`config.mk`:
```
export PLATFORM = sky130hd
export DESIGN_NAME = cycle_timer
export DESIGN_NICKNAME = d
export VERILOG_FILES = /design/src/rtl/cyt_pkg.sv /design/src/rtl/cyt_phase_gen.sv /design/src/rtl/cyt_prescaler.sv /design/src/rtl/cyt_count_core.sv /design/src/rtl/cyt_irq_unit.sv /design/src/rtl/cycle_timer.sv
export SDC_FILE = /design/constraint.sdc
export NUM_CORES = 1
export LEC_CHECK = 0
export CORE_MARGIN = 2
export CORE_UTILIZATION = 35
export DETAILED_ROUTE_END_ITERATION = 8
export GPL_ROUTABILITY_DRIVEN = 0
export PLACE_DENSITY = 0.64
export SYNTH_ARGS = -nofsm -noshare
export SYNTH_HDL_FRONTEND = slang
export SYNTH_SLANG_ARGS = --single-unit
```
`constraint.sdc`:
```
create_clock -name clk -period 2.8 [get_ports clk]
set_input_delay 0.84 -clock clk [delete_from_list [all_inputs] [get_ports clk]]
set_output_delay 0.84 -clock clk [all_outputs]
set_load 0.01 [all_outputs]
```
`src/rtl/cyt_pkg.sv`:
```
package cyt_pkg;

    typedef enum logic [1:0] {
        PH_Q1 = 2'd0,
        PH_Q2 = 2'd1,
        PH_Q3 = 2'd2,
        PH_Q4 = 2'd3
    } phase_e;

    localparam int PHASE_CNT = 4;

    typedef struct packed {
        logic bypass;
        logic [2:0] sel;
    } psc_cfg_t;

    function automatic phase_e phase_next(input phase_e cur);
        return (cur == PH_Q4) ? PH_Q1 : phase_e'(cur + 2'd1);
    endfunction

    function automatic logic [PHASE_CNT-1:0] phase_onehot(input phase_e cur);
        logic [PHASE_CNT-1:0] v;
        v = '0;
        v[cur] = 1'b1;
        return v;
    endfunction

endpackage

```
`src/rtl/cyt_phase_gen.sv`:
```
module cyt_phase_gen
    import cyt_pkg::*;
(
    input  logic                 clk,
    input  logic                 rst,
    output logic [PHASE_CNT-1:0] phase_oh,
    output logic                 is_q1,
    output logic                 cyc_tick
);
    phase_e ph;

    always_ff @(posedge clk) begin
        if (rst) ph <= PH_Q1;
        else     ph <= phase_next(ph);
    end

    assign phase_oh = phase_onehot(ph);
    assign is_q1    = (ph == PH_Q1);
    assign cyc_tick = (ph == PH_Q4);
endmodule

```
`src/rtl/cyt_prescaler.sv`:
```
module cyt_prescaler #(
    parameter int SEL_W = 3
) (
    input  logic             clk,
    input  logic             rst,
    input  logic             clr,
    input  logic             step_en,
    input  logic             bypass,
    input  logic [SEL_W-1:0] sel,
    output logic             inc
);
    localparam int CNT_W = 2 ** SEL_W;

    logic [CNT_W-1:0] pcnt;
    logic [CNT_W-1:0] mask;

    for (genvar g = 0; g < CNT_W; g++) begin : g_mask
        assign mask[g] = (sel >= SEL_W'(g));
    end

    always_ff @(posedge clk) begin
        if (rst || clr)   pcnt <= '0;
        else if (step_en) pcnt <= pcnt + 1'b1;
    end

    assign inc = step_en && (bypass || ((pcnt & mask) == mask));
endmodule

```
`src/rtl/cyt_count_core.sv`:
```
module cyt_count_core #(
    parameter int WIDTH    = 8,
    parameter int HOLD_CYC = 2
) (
    input  logic             clk,
    input  logic             rst,
    input  logic             wr_en,
    input  logic [WIDTH-1:0] wr_data,
    input  logic             cyc_tick,
    input  logic             inc,
    output logic [WIDTH-1:0] count,
    output logic             hold_busy,
    output logic             wrap
);
    localparam int HW = $clog2(HOLD_CYC + 1);

    logic [HW-1:0] hold_cnt;

    always_ff @(posedge clk) begin
        if (rst)                          hold_cnt <= '0;
        else if (wr_en)                   hold_cnt <= HW'(HOLD_CYC);
        else if (cyc_tick && hold_busy)   hold_cnt <= hold_cnt - 1'b1;
    end

    always_ff @(posedge clk) begin
        if (rst)        count <= '0;
        else if (wr_en) count <= wr_data;
        else if (inc)   count <= count + 1'b1;
    end

    assign hold_busy = (hold_cnt != '0);
    assign wrap      = inc && !wr_en && (count == {WIDTH{1'b1}});
endmodule

```
`src/rtl/cyt_irq_unit.sv`:
```
module cyt_irq_unit (
    input  logic clk,
    input  logic rst,
    input  logic wrap,
    input  logic clr,
    input  logic is_q1,
    input  logic en,
    input  logic gen,
    output logic flag,
    output logic smp,
    output logic req
);
    always_ff @(posedge clk) begin
        if (rst) flag <= 1'b0;
        else     flag <= wrap || (flag && !clr);
    end

    always_ff @(posedge clk) begin
        if (rst)        smp <= 1'b0;
        else if (is_q1) smp <= flag;
    end

    assign req = smp && en && gen;
endmodule

```
`src/rtl/cycle_timer.sv`:
```
module cycle_timer
    import cyt_pkg::*;
#(
    parameter int WIDTH    = 8,
    parameter int SEL_W    = 3,
    parameter int HOLD_CYC = 2
) (
    input  logic             clk,
    input  logic             rst,
    input  logic             wr_en,
    input  logic [WIDTH-1:0] wr_data,
    input  logic             psc_bypass,
    input  logic [SEL_W-1:0] psc_sel,
    input  logic             ovf_clr,
    input  logic             ovf_en,
    input  logic             glb_en,
    output logic [WIDTH-1:0] rd_data,
    output logic             ovf_flag,
    output logic             irq,
    output logic [3:0]       q_phase
);
    logic is_q1;
    logic cyc_tick;
    logic hold_act;
    logic step_en;
    logic cnt_inc;
    logic wrap;
    logic flag_smp;

    cyt_phase_gen u_phase (
        .clk      (clk),
        .rst      (rst),
        .phase_oh (q_phase),
        .is_q1    (is_q1),
        .cyc_tick (cyc_tick)
    );

    assign step_en = cyc_tick && !hold_act && !wr_en;

    cyt_prescaler #(.SEL_W(SEL_W)) u_psc (
        .clk     (clk),
        .rst     (rst),
        .clr     (wr_en),
        .step_en (step_en),
        .bypass  (psc_bypass),
        .sel     (psc_sel),
        .inc     (cnt_inc)
    );

    cyt_count_core #(.WIDTH(WIDTH), .HOLD_CYC(HOLD_CYC)) u_core (
        .clk       (clk),
        .rst       (rst),
        .wr_en     (wr_en),
        .wr_data   (wr_data),
        .cyc_tick  (cyc_tick),
        .inc       (cnt_inc),
        .count     (rd_data),
        .hold_busy (hold_act),
        .wrap      (wrap)
    );

    cyt_irq_unit u_irq (
        .clk  (clk),
        .rst  (rst),
        .wrap (wrap),
        .clr  (ovf_clr),
        .is_q1(is_q1),
        .en   (ovf_en),
        .gen  (glb_en),
        .flag (ovf_flag),
        .smp  (flag_smp),
        .req  (irq)
    );
endmodule

```
# After elaboration in Yosys (flattened, before gate mapping)
# Index checks and enable logic that the tools add are counted.
[totals] reg_bits=22 in_bits=18 output_inout_bits=14 word_cells=53
[op_classes] addsub=4 magnitude_cmp=10 eq_ne=3 muxes=6 n_bitwise=1 reduce_logical=22
[op_table] op="$add A8 B1 Y8 const B" n=2
[op_table] op="$mux W8" n=2
[op_table] op="$ge A3 B3 Y1 const B" n=4
[op_table] op="$logic_and A1 B1 Y1" n=10
[op_table] op="$and A8 B8 Y8" n=1
[op_table] op="$eq A8 B8 Y1" n=1
[op_table] op="$eq A8 B8 Y1 const B" n=1
[op_table] op="$ge A3 B1 Y1 const B" n=2
[op_table] op="$ge A3 B2 Y1 const B" n=2
[op_table] op="$reduce_bool A2 Y1" n=3
[op_table] op="$mux W2" n=2
[op_table] op="$reduce_or A2 Y1" n=2
[op_table] op="$logic_not A1 Y1" n=3
[op_table] op="$logic_or A1 B1 Y1" n=3
[op_table] op="$lt A2 B3 Y1 const B" n=1
[op_table] op="$add A2 B1 Y2 const B" n=1
[op_table] op="$demux W1 S2" n=1
[op_table] op="$eq A2 B2 Y1 const B" n=1
[op_table] op="$ge A2 B1 Y1 const B" n=1
[op_table] op="$logic_not A2 Y1" n=1
[op_table] op="$sub A2 B1 Y2 const B" n=1
[op_table] op="$mux W1" n=1

# Depth between registers and ports, before layout
[logic_depth] depth_word=8 ltp_mapped=8 depth_no_buf=8

# Modules after synthesis
# Synthesis repeated with hierarchy kept, for this count alone.
[unflattened] hier_cells=135 area_unflattened_um2=1171.1
[modules_own_cells] module="cyt_count_core" instances=1 cells_each=66 area_per_inst_um2=550.5 seq_area_each_um2=200.2
[modules_own_cells] module="cyt_prescaler" instances=1 cells_each=48 area_per_inst_um2=394.1 seq_area_each_um2=160.2
[modules_own_cells] module="cyt_phase_gen" instances=1 cells_each=12 area_per_inst_um2=135.1 seq_area_each_um2=40.0
[modules_own_cells] module="cyt_irq_unit" instances=1 cells_each=8 area_per_inst_um2=78.8 seq_area_each_um2=40.0
[modules_own_cells] module="cycle_timer" instances=1 cells_each=1 area_per_inst_um2=12.5 seq_area_each_um2=0.0

# Worst setup path before layout
# No wires, ideal clock.
[synth_path] path_type="input to register" startpoint="in psc_sel[0]" endpoint="reg u_core.count[6]" setup_time_ns=0.120 t_arrival_ns=1.907 required_time_ns=2.680 setup_slack_ns=0.773 stages=6 path_buffers=0 cell_sequence="nor2b_2 o21ai_2 a31oi_4 nor3_1 a41oi_1 o31a_1"
[synth_between] elab_chain_len=6
[synth_lines] item="start: declaration" line="cycle_timer.sv:13" rtl="input logic [SEL_W-1:0] psc_sel,"
[synth_lines] item="$ge A3 B1 Y1, or another cell as far along" line="cyt_prescaler.sv:18" rtl="assign mask[g] = (sel >= SEL_W'(g));"
[synth_lines] item="$and A8 B8 Y8" line="cyt_prescaler.sv:26" rtl="assign inc = step_en && (bypass || ((pcnt & mask) == mask));"
[synth_lines] item="$eq A8 B8 Y1 (*)" line="cyt_prescaler.sv:26"
[synth_lines] item="$logic_or A1 B1 Y1 (*)" line="cyt_prescaler.sv:26"
[synth_lines] item="$logic_and A1 B1 Y1 (*)" line="cyt_prescaler.sv:26"
[synth_lines] item="$reduce_bool A2 Y1 (no source line) (*)"
[synth_lines] item="end signal: assignment" line="cyt_count_core.sv:27" rtl="else if (wr_en) count <= wr_data;"
[synth_lines] item="end signal: assignment" line="cyt_count_core.sv:28" rtl="else if (inc) count <= count + 1'b1;"
[synth_lines] item="end: declaration" line="cyt_count_core.sv:11" rtl="output logic [WIDTH-1:0] count,"
# Mark *: on every way between the ends. The rest lies on a longest branch, timed or not.
# A chain may end at the register's enable or synchronous reset.

# Worst setup path after layout
[layout_path] startpoint="in glb_en" endpoint="out irq"
[layout_between] elab_chain_len=1
[layout_lines] item="start: declaration" line="cycle_timer.sv:16" rtl="input logic glb_en,"
[layout_lines] item="$logic_and A1 B1 Y1" line="cyt_irq_unit.sv:23" rtl="assign req = smp && en && gen;"
[layout_lines] item="end: declaration" line="cycle_timer.sv:19" rtl="output logic irq,"
# Every way passes these cells.

==> qor.csv <==
metric;value;unit
wirelength;2.67;mm
p_leak;0.634;nW
synth-compound-area-share;17.2;%
layout-drive-gt1-share;7.82;%
fin_tns_setup;0;ns
start_util;36.5;%
crit_fanout;1;
synthCells;146;
synth_nets;171;
area_growth;34.5;%
core.rowCount;21;
vdd_drop_max;0.277;mV
synth-warning-count;0;
hp-class;reg -> reg;
synth_simple_gate_area_share;26.9;%
synth_top_cell_area_share;35.9;%
relSlewSlack;79.0;%
drcViolationCount;0;
grt_pass1_vias;1090;
path_clk_slew;0.13;ns
vias;1123;
power_switching;0.175;mW
ys.flop_type;dfxtp_1;
tritoncts;built;
io_buffers;31;
period_needed;2.56;ns
ant_nets;0;
hold_viol_final;0;
ys_types;38;
timing.final.ws_setup;0.241;ns
worstPathCellList;clkdlybuf4s50_1 > and3_1 > dlygate4sd2_1;
routedWlPerCell;11.9;um
cpPeakStageDelay;0.45;ns
htreeDepth;1;
synth_top_family_by_area;simple AND/OR/NAND/NOR gates;
fin_area;0.00165;mm^2
syn-cell-area;0.00123;mm^2
worst-path-buf-inv;2;
maxClockFrequency;0.391;GHz
clkPwrFrac;34.8;%
die_h;63.2;um
cts_hold_buf;0;
criticalPathCategory;in -> out;
p_sw_share;24.3;%
pin_count;32;
worst_pin_slew;0.314;ns
pwr-share-comb;18.0;%
fin_nets;205;
internal_power;0.545;mW
synth_edf_count;0;
worstRegToRegCells;6;
synth_seq_area_share;35.9;%
cp.depth;3;
avgSynthCellArea;8.40;um^2
grt_pass1_wl;4.60;mm
muxShareOfSynthArea;0.816;%
cp_slowest_cell;clkdlybuf4s50_1;
synth_common_cells;dfxtp_1, nor2_1, inv_1;
clk_latency;0.32;ns
grt_max_degree;22;
cts.sinks;22;
async_flop_share;0;%
ys_seq_elements;22;
rsz0062_at_grt;false;
status;finished, final reports clean;
place_hpwl;2.07;mm
grt_remaining_overflow;0;
drt_first_pass_iters;4;
die_w;63.2;um
p_per_area;437;mW/mm^2
fillers;348;
drt_iter0_drc;29;
cp-start-kind;input port;
clockBufferDepth;2;
postPlaceCellArea;0.00160;mm^2
synth_fa_ha_area_share;7.14;%
die-area;0.00399;mm^2
max-cap-violations;0;
crit_family;buffers and inverters;
holdWs;0.498;ns
cts-root-buf;clkbuf_4;
power_frac_seq;47.2;%
min_path_cells;2;
via_per_inst;4.99;
synth_top_cell_by_area;dfxtp_1;
multiInputGateArea;718;um^2
seqCellArea;440;um^2
diodes;0;
arrival;1.72;ns
clock_skew;0.0105;ns
grt.total_usage;14.1;%
synthTopCellsByArea;dfxtp_1, ha_1, nor2_1, a21oi_1, xor2_1;
grt_antenna_before_repair;0;
fp.coreArea;0.00336;mm^2
numCtsBuffers;3;
end_kind;output port;
synth-xor-area-share;6.43;%
setup_viol_count_final;0;
post-place-ws;-0.0344;ns
post-route-period-util;91.4;%
maxSlewViolCount;0;
cp.required;1.96;ns
yosysMostFrequentCell;dfxtp_1;
[layout make-up]
type                       instances  share of cell area (%)
clock inverter                     1                    1.82
multi-input combinational        106                    43.6
timing repair buffer              34                    20.1
inverter                          13                    2.96
tap                               46                    3.49
clock buffer                       3                    1.37
sequential                        22                    26.7
[cells in the final DEF (no fill, tap or decap), types with 4 or more instances in the layout]
cell type	count
dfxtp_1	22
nand4_1	7
ha_1	7
nand2b_1	4
xor2_1	6
nor2_1	15
and3_1	4
clkdlybuf4s50_1	30
inv_1	13
nand2_1	10
a21oi_1	11
[logic make-up (layout without fill, tap and decap cells)]
group | count (synthesis) | in the layout
flops | 22 | 22
mux | 1 | 1
simple gates | 60 | 60
fa+ha+maj | 7 | 7
compound gates | 29 | 29
xor+xnor | 9 | 9
buf+inv | 18 | 51
[worst register-to-register path, cell delays in order (launching register included)]
cell and delay, ns:
dfxtp_1 0.41, ha_1 0.28, nand2_1 0.20, nor2_1 0.21, nand4_1 0.22, or3_1 0.39
a21oi_1 0.13
[worst paths after layout]
path | start | end | slack, ns
worst max-delay path | glb_en | irq | 0.24
worst min-delay path | u_irq.smp | u_irq.smp | 0.50
worst max register to register | u_phase.ph[0] | u_psc.pcnt[7] | 0.91
worst min register to register | u_irq.smp | u_irq.smp | 0.50
[metal layers]
metal	up-vias	track usage, %	share of wire [%]	wire length [um]
li1	571	-	-	-
met1	529	15.3	44	1180
met2	21	26.9	50	1330
met3	2	5.18	5.2	140
met4	0	1.63	0.56	15
met5	-	0	0	0
[per-stage QoR]
| stage | power, mW | util, % | instances |
|---|---|---|---|
| after floorplan | 0.409 | - | 146 |
| after global placement | 0.473 | 47.5 | 221 |
| after detailed placement | 0.478 | 47.5 | 221 |
| after CTS | 0.727 | 49.0 | 225 |
| after global routing | 0.748 | 49.0 | 225 |
| final | 0.720 | 49.0 | 225 |
[registers in the layout, summed over array words and instances, names as in the netlist]
signal           cells
u_core.count         8
u_core.hold_cnt      2
u_irq.flag           1
u_irq.smp            1
u_phase.ph           2
u_psc.pcnt           8
[power by group through the flow]
| stage | combinational, mW | clock [mW] | sequential [mW] |
|---|---|---|---|
| final | 0.130 | 0.250 | 0.340 |
| after global routing | 0.142 | 0.264 | 0.342 |
| after detailed placement | 0.131 | 0 | 0.347 |
| after global placement | 0.127 | 0 | 0.346 |
| after CTS | 0.132 | 0.254 | 0.340 |
| after floorplan | 0.0614 | 0 | 0.348 |
[repair_timing]
action | in CTS | in global routing
setup endpoints to repair | 1 | 0
setup buffers | 0 | 0
resized for setup | 1 | 0
No activity file was read; power rests on OpenSTA's default activity.
